[config.mk]
export PLATFORM = sky130hd
export DESIGN_NAME = adct_trig_sel
export DESIGN_NICKNAME = d
export VERILOG_FILES = /design/src/rtl/adct_pkg.sv /design/src/rtl/adct_event_mux.sv /design/src/rtl/adct_flag.sv /design/src/rtl/adct_trig_sel.sv
export SDC_FILE = /design/constraint.sdc
export NUM_CORES = 1
export LEC_CHECK = 0
export ABC_AREA = 1
export BUFFER_PORTS_ARGS = -buffer_cell sky130_fd_sc_hd__buf_2
export CAP_MARGIN = 15
export CORE_AREA = 2 2 39 41
export DETAILED_ROUTE_END_ITERATION = 12
export DIE_AREA = 0 0 41 43
export PLACE_DENSITY = 0.78
export SYNTH_ARGS = -nofsm -noshare
export SYNTH_HDL_FRONTEND = slang
export SYNTH_SLANG_ARGS = --single-unit
[constraint.sdc]
create_clock -name clk -period 1.55 [get_ports clk]
set_clock_uncertainty 0.15 [all_clocks]
set_input_delay 0.0775 -clock clk [delete_from_list [all_inputs] [get_ports clk]]
set_output_delay 0.0775 -clock clk [all_outputs]
set_load 0.01 [all_outputs]
[src/rtl/adct_pkg.sv]
package adct_pkg;

   // Event strobes of one channel pair
   typedef struct packed {
      logic odd_cmp_dn;
      logic odd_cmp_up;
      logic even_cmp_dn;
      logic even_cmp_up;
      logic even_prd;
      logic even_zero;
   } adct_evt_t;

   // Condition codes (behavioural encoding)
   localparam int unsigned COND_ZERO      = 0;
   localparam int unsigned COND_PRD       = 1;
   localparam int unsigned COND_ZERO_PRD  = 2;
   localparam int unsigned COND_EVEN_UP   = 3;
   localparam int unsigned COND_EVEN_DN   = 4;
   localparam int unsigned COND_ODD_UP    = 8;
   localparam int unsigned COND_ODD_DN    = 9;
   localparam int unsigned COND_MIN_WIDTH = 4;

endpackage

[src/rtl/adct_event_mux.sv]
module adct_event_mux
   import adct_pkg::*;
#(
   parameter int unsigned SEL_W = 4
) (
   input  adct_evt_t        evt_i,
   input  logic [SEL_W-1:0] sel_i,
   input  logic             en_i,
   output logic             hit_o
);

   logic chosen;

   always_comb begin
      chosen = 1'b0;
      if (sel_i == SEL_W'(COND_ZERO))          chosen = evt_i.even_zero;
      else if (sel_i == SEL_W'(COND_PRD))      chosen = evt_i.even_prd;
      else if (sel_i == SEL_W'(COND_ZERO_PRD)) chosen = evt_i.even_zero | evt_i.even_prd;
      else if (sel_i == SEL_W'(COND_EVEN_UP))  chosen = evt_i.even_cmp_up;
      else if (sel_i == SEL_W'(COND_EVEN_DN))  chosen = evt_i.even_cmp_dn;
      else if (sel_i == SEL_W'(COND_ODD_UP))   chosen = evt_i.odd_cmp_up;
      else if (sel_i == SEL_W'(COND_ODD_DN))   chosen = evt_i.odd_cmp_dn;
      else                                     chosen = 1'b0;
   end

   assign hit_o = en_i & chosen;

endmodule

[src/rtl/adct_flag.sv]
module adct_flag (
   input  logic clk,
   input  logic rst_n,
   input  logic set_i,
   input  logic clr_i,
   output logic flag_o
);

   always_ff @(posedge clk or negedge rst_n) begin
      if (!rst_n)     flag_o <= 1'b0;
      else if (set_i) flag_o <= 1'b1;
      else if (clr_i) flag_o <= 1'b0;
   end


   flag_set_chk: assert property (@(posedge clk) disable iff (!rst_n)
      set_i |=> flag_o);


   flag_hold_chk: assert property (@(posedge clk) disable iff (!rst_n)
      (!set_i && !clr_i) |=> $stable(flag_o));


   flag_clear_chk: assert property (@(posedge clk) disable iff (!rst_n)
      (clr_i && !set_i) |=> !flag_o);


   flag_set_wins_chk: assert property (@(posedge clk) disable iff (!rst_n)
      (clr_i && set_i) |=> flag_o);

endmodule

[src/rtl/adct_trig_sel.sv]
module adct_trig_sel
   import adct_pkg::*;
#(
   parameter int unsigned NUM_PAIRS = 3,
   parameter int unsigned SEL_W     = 4
) (
   input  logic                       clk,
   input  logic                       rst_n,
   input  logic [NUM_PAIRS-1:0]       evt_even_zero,
   input  logic [NUM_PAIRS-1:0]       evt_even_prd,
   input  logic [NUM_PAIRS-1:0]       evt_even_cmp_up,
   input  logic [NUM_PAIRS-1:0]       evt_even_cmp_dn,
   input  logic [NUM_PAIRS-1:0]       evt_odd_cmp_up,
   input  logic [NUM_PAIRS-1:0]       evt_odd_cmp_dn,
   input  logic [NUM_PAIRS-1:0]       trig_en,
   input  logic [NUM_PAIRS*SEL_W-1:0] trig_sel,
   input  logic [NUM_PAIRS-1:0]       flag_clr,
   output logic [NUM_PAIRS-1:0]       adc_trig,
   output logic [NUM_PAIRS-1:0]       trig_flag
);

   localparam int unsigned SEL_TOTAL = NUM_PAIRS * SEL_W;

   // Elaboration checks on parameters
   if (NUM_PAIRS < 1) begin : g_bad_pairs
      $error("adct_trig_sel: NUM_PAIRS must be at least 1");
   end
   if (SEL_W < COND_MIN_WIDTH) begin : g_bad_sel
      $error("adct_trig_sel: SEL_W must hold the odd-channel codes");
   end
   if (SEL_TOTAL != $bits(trig_sel)) begin : g_bad_total
      $error("adct_trig_sel: selector bus width mismatch");
   end

   for (genvar p = 0; p < NUM_PAIRS; p++) begin : g_pair
      adct_evt_t        evt;
      logic [SEL_W-1:0] sel;
      logic             reserved;

      assign evt.even_zero   = evt_even_zero[p];
      assign evt.even_prd    = evt_even_prd[p];
      assign evt.even_cmp_up = evt_even_cmp_up[p];
      assign evt.even_cmp_dn = evt_even_cmp_dn[p];
      assign evt.odd_cmp_up  = evt_odd_cmp_up[p];
      assign evt.odd_cmp_dn  = evt_odd_cmp_dn[p];
      assign sel             = trig_sel[p*SEL_W +: SEL_W];

      assign reserved = !(sel <= SEL_W'(COND_EVEN_DN) ||
                          sel == SEL_W'(COND_ODD_UP)  ||
                          sel == SEL_W'(COND_ODD_DN));

      adct_event_mux #(.SEL_W(SEL_W)) u_mux (
         .evt_i (evt),
         .sel_i (sel),
         .en_i  (trig_en[p]),
         .hit_o (adc_trig[p])
      );

      adct_flag u_flag (
         .clk    (clk),
         .rst_n  (rst_n),
         .set_i  (adc_trig[p]),
         .clr_i  (flag_clr[p]),
         .flag_o (trig_flag[p])
      );


      reserved_silent_chk: assert property (@(posedge clk) disable iff (!rst_n)
         reserved |-> !adc_trig[p]);


      disabled_silent_chk: assert property (@(posedge clk) disable iff (!rst_n)
         !trig_en[p] |-> !adc_trig[p]);


      needs_own_event_chk: assert property (@(posedge clk) disable iff (!rst_n)
         adc_trig[p] |-> (evt != '0));


      disabled_no_flag_chk: assert property (@(posedge clk) disable iff (!rst_n)
         (!trig_en[p] && !trig_flag[p]) |=> !trig_flag[p]);
   end

endmodule

==> out/qor.json, run 1 <==
{
  "run_status": "completed",
  "cts_num_sinks": 3,
  "route.detailed.drc": 0,
  "post-dp-hpwl_um": 1023,
  "fmax_mhz": 696.2,
  "cts.repair_timing.setup_buffer_count": 0,
  "antenna_left": 0,
  "dr.pass1.iters": 4,
  "path_clk_slew_ns": 0.04,
  "fill_cells": 154,
  "hold_viol": 0,
  "synth_largest_type_area_fraction": 0.3413,
  "placed_area_um2": 663.1,
  "grt.overflow.total": 0,
  "syn_area_um2": 473.0,
  "post_synth_num_cell_types": 11,
  "synth_cells": 97,
  "ys_seq_elements": 3,
  "crit_fanout": 2,
  "design.core.area_um2": 1384,
  "leakage_power_figure_nw": 0.5808,
  "final-max-slew-violation-count": 0,
  "clock-root-buffer": "sky130_fd_sc_hd__clkbuf_4",
  "cts_buffers": 3,
  "regMostFlops": "g_pair.u_flag.flag_o",
  "rsz0062_at_grt": "false",
  "cts-resized-gates": 0,
  "routedWlPerCell_um": 7.683,
  "power_per_cell_area_nw_per_um2": 504.8,
  "cts.path.max_buffers": 2,
  "worstMarginPinSlew_ns": 0.1441,
  "final_nets": 184,
  "fraction_of_layout_cells_with_a_size_suffix_above_1": 0.3310,
  "io_buffer_count": 43,
  "crit_required_ns": 1.51,
  "timing.setup.critical_path_class": "input port to flip-flop",
  "std_cell_rows": 14,
  "synth-seq-area-share": 0.1587,
  "wirelength_um": 1237,
  "post_synth.cell_area_avg_um2": 4.876,
  "min_path_type": "input port to asynchronous set/reset pin",
  "grt_max_degree": 6,
  "vias_per_cell": 4.193,
  "diodes": 0,
  "starting_density": 0.3418,
  "syn_to_final_growth_pct": 60.58,
  "postCtsHoldBufs": 7,
  "period_minus_slack_ns": 1.436,
  "design_area_um2": 759.5,
  "grt_util_all_layers": 0.1650,
  "grt_first_pass_wirelength_um": 2083,
  "register_area_um2": 75.07,
  "mappedNetlistNets": 135,
  "dr_total_vias": 675,
  "reg_top3": "g_pair.u_flag.flag_o: 3 flops",
  "die_h_um": 43,
  "vdd_drop_max_mv": 0.4534,
  "drt_iter0_drc": 12,
  "die_area_um2": 1763,
  "tritoncts": "yes",
  "number_of_levels_the_h_tree_was_split_into": 1,
  "slew_headroom": 0.9032,
  "utilization": 0.5488,
  "critical_path.startpoint_type": "input port",
  "cap_violations": 0,
  "weighted_congestion_reported_at_the_end_of_routability_driven_placement": 0.7226,
  "post_synth_main_area_contributors": "sky130_fd_sc_hd__nand2_1 34%, sky130_fd_sc_hd__inv_1 21%, sky130_fd_sc_hd__dfrtp_1 16%",
  "report.final.setup_viol": 0,
  "largest_reg_flops": 3,
  "synth_warnings": 0,
  "multi_input_comb_area_um2": 244.0,
  "die_width_um": 41,
  "netlist.top_cell.by_area": "sky130_fd_sc_hd__nand2_1",
  "grt_pass1_vias": 626,
  "cp_data_arrival_time_ns": 1.39,
  "worst_skew_pair.late_latency_ns": 0.23,
  "antenna_violations_before_repair": 0,
  "num_io_pins": 44,
  "fin_hold_ws_ns": 0.03484,
  "cp-end-kind": "flip-flop",
  "layout_worst_path_cycle_share": 0.9267,
  "finalSetupTns_ns": 0
}
synthesized netlist by cell type:
| cell | instances |
|---|---|
| sky130_fd_sc_hd__o211ai_1 | 1 |
| sky130_fd_sc_hd__nand3_1 | 9 |
| sky130_fd_sc_hd__buf_4 | 6 |
| sky130_fd_sc_hd__nand2_1 | 43 |
| sky130_fd_sc_hd__inv_2 | 2 |
| sky130_fd_sc_hd__dfrtp_1 | 3 |
| sky130_fd_sc_hd__inv_1 | 27 |
| sky130_fd_sc_hd__nor2_1 | 2 |
| sky130_fd_sc_hd__nor3_1 | 2 |
| sky130_fd_sc_hd__nand4_1 | 1 |
| sky130_fd_sc_hd__or2_0 | 1 |
critical path, cell delays in order:
cell	delay [ns]
sky130_fd_sc_hd__dlygate4sd3_1	0.53
sky130_fd_sc_hd__buf_2	0.12
sky130_fd_sc_hd__nand2_1	0.07
sky130_fd_sc_hd__nand2_1	0.05
sky130_fd_sc_hd__dlygate4sd3_1	0.55
logic make-up after synthesis:
logic type | share of synthesized area
buffers and inverters | 0.3254
AO/OA/AOI/OAI | 0.01588
AND/OR/NAND/NOR | 0.5000
flip-flops | 0.1587
placed cells by master (no fill, tap or decap):
cell / count
sky130_fd_sc_hd__o211ai_1: 1
sky130_fd_sc_hd__inv_2: 2
sky130_fd_sc_hd__dlygate4sd3_1: 7
sky130_fd_sc_hd__clkbuf_4: 3
sky130_fd_sc_hd__nand3_1: 9
sky130_fd_sc_hd__nand2_1: 43
sky130_fd_sc_hd__nand4_1: 1
sky130_fd_sc_hd__or2_0: 1
sky130_fd_sc_hd__clkbuf_1: 1
sky130_fd_sc_hd__buf_2: 43
sky130_fd_sc_hd__dfrtp_1: 3
sky130_fd_sc_hd__nor3_1: 2
sky130_fd_sc_hd__nor2_1: 2
sky130_fd_sc_hd__inv_1: 27
stage by stage:
| stage | setup slack [ns] | cells | power, mW |
|---|---|---|---|
| 3_3_place_gp | 0.4518 | 150 | 0.2241 |
| 4_1_cts | 0.1141 | 161 | 0.3910 |
| 6_report | 0.1137 | 161 | 0.3834 |
| 2_1_floorplan | 0.5976 | 97 | 0.1691 |
| 5_1_grt | 0.04218 | 161 | 0.4225 |
| 3_5_place_dp | 0.4298 | 150 | 0.2284 |
layout make-up:
cell class	count	area share
Timing Repair Buffer	50	0.3756
Multi-Input combinational cell	59	0.3213
Inverter	29	0.1433
Sequential cell	3	0.09885
Clock buffer	4	0.03460
Tap cell	16	0.02636
power breakdown:
group	total (mW)	switching, mW	internal (mW)
logic	0.155	0.0721	0.0828
registers	0.0899	0.00351	0.0864
clock network	0.139	0.0419	0.0966
total	0.383	0.118	0.266
routing by layer:
| layer | track usage | share of wire | up-vias |
|---|---|---|---|
| met5 | 0 | 0 | - |
| met4 | 0.06000 | 0.0073 | 0 |
| met3 | 0.03665 | 0.077 | 2 |
| met2 | 0.3125 | 0.54 | 23 |
| met1 | 0.1553 | 0.38 | 281 |
| li1 | - | - | 369 |
worst paths after layout:
path | from | depth (start not counted) | end | slack, ns
max | trig_en[0] | 5 | g_pair[0].u_flag.flag_o | 0.11
min | rst_n | 2 | g_pair[2].u_flag.flag_o | 0.03
max reg2reg | g_pair[2].u_flag.flag_o | 3 | g_pair[2].u_flag.flag_o | 0.25
min reg2reg | g_pair[1].u_flag.flag_o | 3 | g_pair[1].u_flag.flag_o | 0.85
max in group asynchronous | rst_n | 2 | g_pair[0].u_flag.flag_o | 1.11
min in group clk | evt_even_cmp_dn[0] | 6 | adc_trig[0] | 0.43
Power figures use the tool's default switching activity.
==> run 2: changes to the inputs <==
Settings changed: CAP_MARGIN 15 to 25, CELL_PAD_IN_SITES_DETAIL_PLACEMENT set to 0, CELL_PAD_IN_SITES_GLOBAL_PLACEMENT set to 1, CORE_AREA 2 2 39 41 to 2 2 50 52, DIE_AREA 0 0 41 43 to 0 0 52 54, PLACE_DENSITY 0.78 to unset, PLACE_DENSITY_LB_ADDON set to 0.1.
==> run 2 against run 1 <==
First-iteration DRC count is 83% lower. Design area is 2.3% higher. Utilization is 21 points lower. Largest cell class unchanged. Register-to-register slack hardly changed. Wire length is 4.7% lower. Combinational power hardly changed. Via count is 3.1% lower. Hold slack worse by 0.013 ns. Critical path depth stayed put. Die area is 59% higher. Critical endpoint is now g_pair[2].u_flag.flag_o.
==> out/qor.json, run 2 (same netlist as run 1, synthesis figures left out) <==
{
  "num_io_pins": {"value": 44, "change": "unchanged"},
  "post-dp-hpwl": {"value": 1018, "unit": "um", "change": "-0.55%"},
  "drt_iter0_drc": {"value": 2, "change": "-10"},
  "diodes": {"value": 0, "change": "unchanged"},
  "slew_headroom": {"value": 0.8801, "change": "-0.02308"},
  "grt_pass1_vias": {"value": 572, "change": "-8.6%"},
  "final_cell_count_no_fill": {"value": 175, "change": "+8.7%"},
  "placed_area": {"value": 680.7, "unit": "um^2", "change": "+2.6%"},
  "finalSetupTns": {"value": 0, "unit": "ns", "change": "unchanged"},
  "power_frac_comb": {"value": 0.406, "change": "+0.002"},
  "fmax": {"value": 694.8, "unit": "MHz", "change": "-0.20%"},
  "dr.pass1.iters": {"value": 4, "change": "unchanged"},
  "fill_cells": {"value": 294, "change": "+91%"},
  "route.detailed.drc": {"value": 0, "change": "unchanged"},
  "cts_num_sinks": {"value": 3, "change": "unchanged"},
  "vdd_drop_max": {"value": 0.2135, "unit": "mV", "change": "-53%"},
  "die_area": {"value": 2808, "unit": "um^2", "change": "+59%"},
  "dp_cells": {"value": 164, "change": "+9.3%"},
  "final_nets": {"value": 184, "change": "unchanged"},
  "design_area": {"value": 777.0, "unit": "um^2", "change": "+2.3%"},
  "weighted_congestion_reported_at_the_end_of_routability_driven_placement": {"value": 0.6517, "change": "-9.8%"},
  "grt_first_pass_wirelength": {"value": 1987, "unit": "um", "change": "-4.6%"},
  "reg_top3": "g_pair.u_flag.flag_o: 3 flops",
  "fraction_of_layout_cells_with_a_size_suffix_above_1": {"value": 0.3310, "change": "unchanged"},
  "final-max-slew-violation-count": {"value": 0, "change": "unchanged"},
  "wirelength": {"value": 1179, "unit": "um", "change": "-4.7%"},
  "pwr-share-seq": {"value": 0.238, "change": "+0.004"},
  "min_path_type": "input port to asynchronous set/reset pin",
  "hold_viol": {"value": 0, "change": "unchanged"},
  "timing.critical_path.cells": "dlygate4sd3_1 -> buf_2 -> nand2_1 -> nand2_1 -> dlygate4sd3_1",
  "vias_per_cell": {"value": 3.737, "change": "-11%"},
  "rsz0062_at_grt": "false",
  "routedWlPerCell": {"value": 6.737, "unit": "um", "change": "-12%"},
  "cts.path.max_buffers": {"value": 2, "change": "unchanged"},
  "regMostFlops": "g_pair.u_flag.flag_o",
  "sw_frac_of_total": {"value": 0.2973, "change": "-0.009421"},
  "report.final.setup_viol": {"value": 0, "change": "unchanged"},
  "crit_required": {"value": 1.51, "unit": "ns", "change": "about the same"},
  "std_cell_rows": {"value": 18, "change": "+4"},
  "power_per_cell_area": {"value": 486.2, "unit": "nW/um^2", "change": "-3.7%"},
  "die_h": {"value": 54, "unit": "um", "change": "+26%"},
  "r2r.worst_path.cells": {"value": 3, "change": "unchanged"},
  "power": {"value": 0.3778, "unit": "mW", "change": "-1.5%"},
  "cp-end-kind": "flip-flop",
  "cell_internal_pwr": {"value": 0.2655, "unit": "mW", "change": "-0.12%"},
  "syn_to_final_growth_pct": 64.29,
  "crit_fanout": {"value": 2, "change": "unchanged"},
  "worstMarginPinSlew": {"value": 0.1784, "unit": "ns", "change": "+0.03436 ns"},
  "grt_max_degree": {"value": 6, "change": "unchanged"},
  "most-common-layout-cells": "43 x sky130_fd_sc_hd__nand2_1, 43 x sky130_fd_sc_hd__buf_2, 27 x sky130_fd_sc_hd__inv_1",
  "worst_path_max_delay_cell": "sky130_fd_sc_hd__dlygate4sd3_1",
  "worst_skew_pair.late_latency": {"value": 0.23, "unit": "ns", "change": "about the same"},
  "tritoncts": "yes",
  "io_buffer_count": {"value": 43, "change": "unchanged"},
  "largest_reg_flops": {"value": 3, "change": "unchanged"},
  "design.core.area": {"value": 2320, "unit": "um^2", "change": "+68%"},
  "period_minus_slack": {"value": 1.439, "unit": "ns", "change": "+0.002946 ns"},
  "cts.repair_timing.setup_buffer_count": {"value": 0, "change": "unchanged"},
  "dr_total_vias": {"value": 654, "change": "-3.1%"},
  "antenna_left": {"value": 0, "change": "unchanged"},
  "leakage_power_figure": {"value": 0.5808, "unit": "nW", "change": "unchanged"},
  "cts-resized-gates": {"value": 0, "change": "unchanged"},
  "cts_buffers": {"value": 3, "change": "unchanged"},
  "grt_util_all_layers": {"value": 0.09441, "change": "-0.07058"},
  "timing.setup.critical_path_class": "input port to flip-flop",
  "cp_data_arrival_time": {"value": 1.40, "unit": "ns", "change": "about the same"},
  "critical_path.startpoint_type": "input port",
  "run_status": "completed",
  "antenna_violations_before_repair": {"value": 0, "change": "unchanged"},
  "clock-root-buffer": "sky130_fd_sc_hd__clkbuf_4",
  "layout_worst_path_cycle_share": {"value": 0.9286, "change": "+0.001901"},
  "total_switching_power": {"value": 0.1123, "unit": "mW", "change": "-4.5%"},
  "grt.overflow.total": {"value": 0, "change": "unchanged"},
  "path_clk_slew": {"value": 0.04, "unit": "ns", "change": "about the same"},
  "starting_density": {"value": 0.2039, "change": "-0.1379"},
  "number_of_levels_the_h_tree_was_split_into": {"value": 1, "change": "unchanged"},
  "cap_violations": {"value": 0, "change": "unchanged"},
  "clock_power_share": {"value": 0.356, "change": "-0.005"},
  "die_width": {"value": 52, "unit": "um", "change": "+27%"},
  "timing.critical_path.slowest_cell_delay": {"value": 0.54, "unit": "ns", "change": "about the same"}
}
[run 2: cell counts in the layout (fill, tap and decap cells not counted)]
Identical to the previous run, type by type.
[run 2: path summary, 6_finish.rpt]
| check | slack [ns] | startpoint | end |
|---|---|---|---|
| max | 0.11 | trig_en[2] | g_pair[2].u_flag.flag_o |
| min | 0.02 | rst_n | g_pair[1].u_flag.flag_o |
| max reg2reg | 0.25 | g_pair[2].u_flag.flag_o | g_pair[2].u_flag.flag_o |
| min reg2reg | 0.86 | g_pair[1].u_flag.flag_o | g_pair[1].u_flag.flag_o |
| max in group asynchronous | 1.12 | rst_n | g_pair[2].u_flag.flag_o |
| min in group clk | 0.42 | evt_even_cmp_dn[0] | adc_trig[0] |
[run 2: per-layer routing]
metal / wire length [um] / GRT usage
met5: 0 / 0
met4: 0 / 0.07895
met3: 106 / 0.01111
met2: 566 / 0.1730
met1: 506 / 0.09571
[run 2: power by group through the flow]
stage                     clock [mW]  sequential, mW  combinational [mW]
after global routing           0.150          0.0912               0.179
after global placement             0          0.0903               0.138
final                          0.134          0.0900               0.153
after floorplan                    0          0.0904              0.0787
after detailed placement           0          0.0909               0.137
after CTS                      0.143          0.0899               0.156
[run 2: area by class of cell]
| type | instances | area [um^2] | area share |
|---|---|---|---|
| Inverter | 29 | 108.9 | 0.1401 |
| Timing Repair Buffer | 50 | 285.3 | 0.3672 |
| Sequential cell | 3 | 75.07 | 0.09662 |
| Tap cell | 30 | 37.54 | 0.04831 |
| Multi-Input combinational cell | 59 | 244.0 | 0.3140 |
| Clock buffer | 4 | 26.28 | 0.03382 |
[run 2: critical path: cells and delay by family]
family,cells,cell delay (ns)
buf+inv,3,1.20
simple gates,2,0.12
[run 2: repair_timing]
item / in CTS / in global routing
setup endpoints to repair: 0 / 0
hold buffers: 7 / 0
endpoints found under the hold margin: 6 / 0
[run 2: metrics by stage]
stage	worst slack, ns	utilization	hold WS [ns]
after floorplan	0.5976	-	-0.3681
after global placement	0.4219	0.2934	-0.2745
after global routing	0.04453	0.3350	0.04577
final	0.1107	0.3350	0.02163
after CTS	0.1157	0.3350	0.01177
after detailed placement	0.4034	0.2934	-0.2723
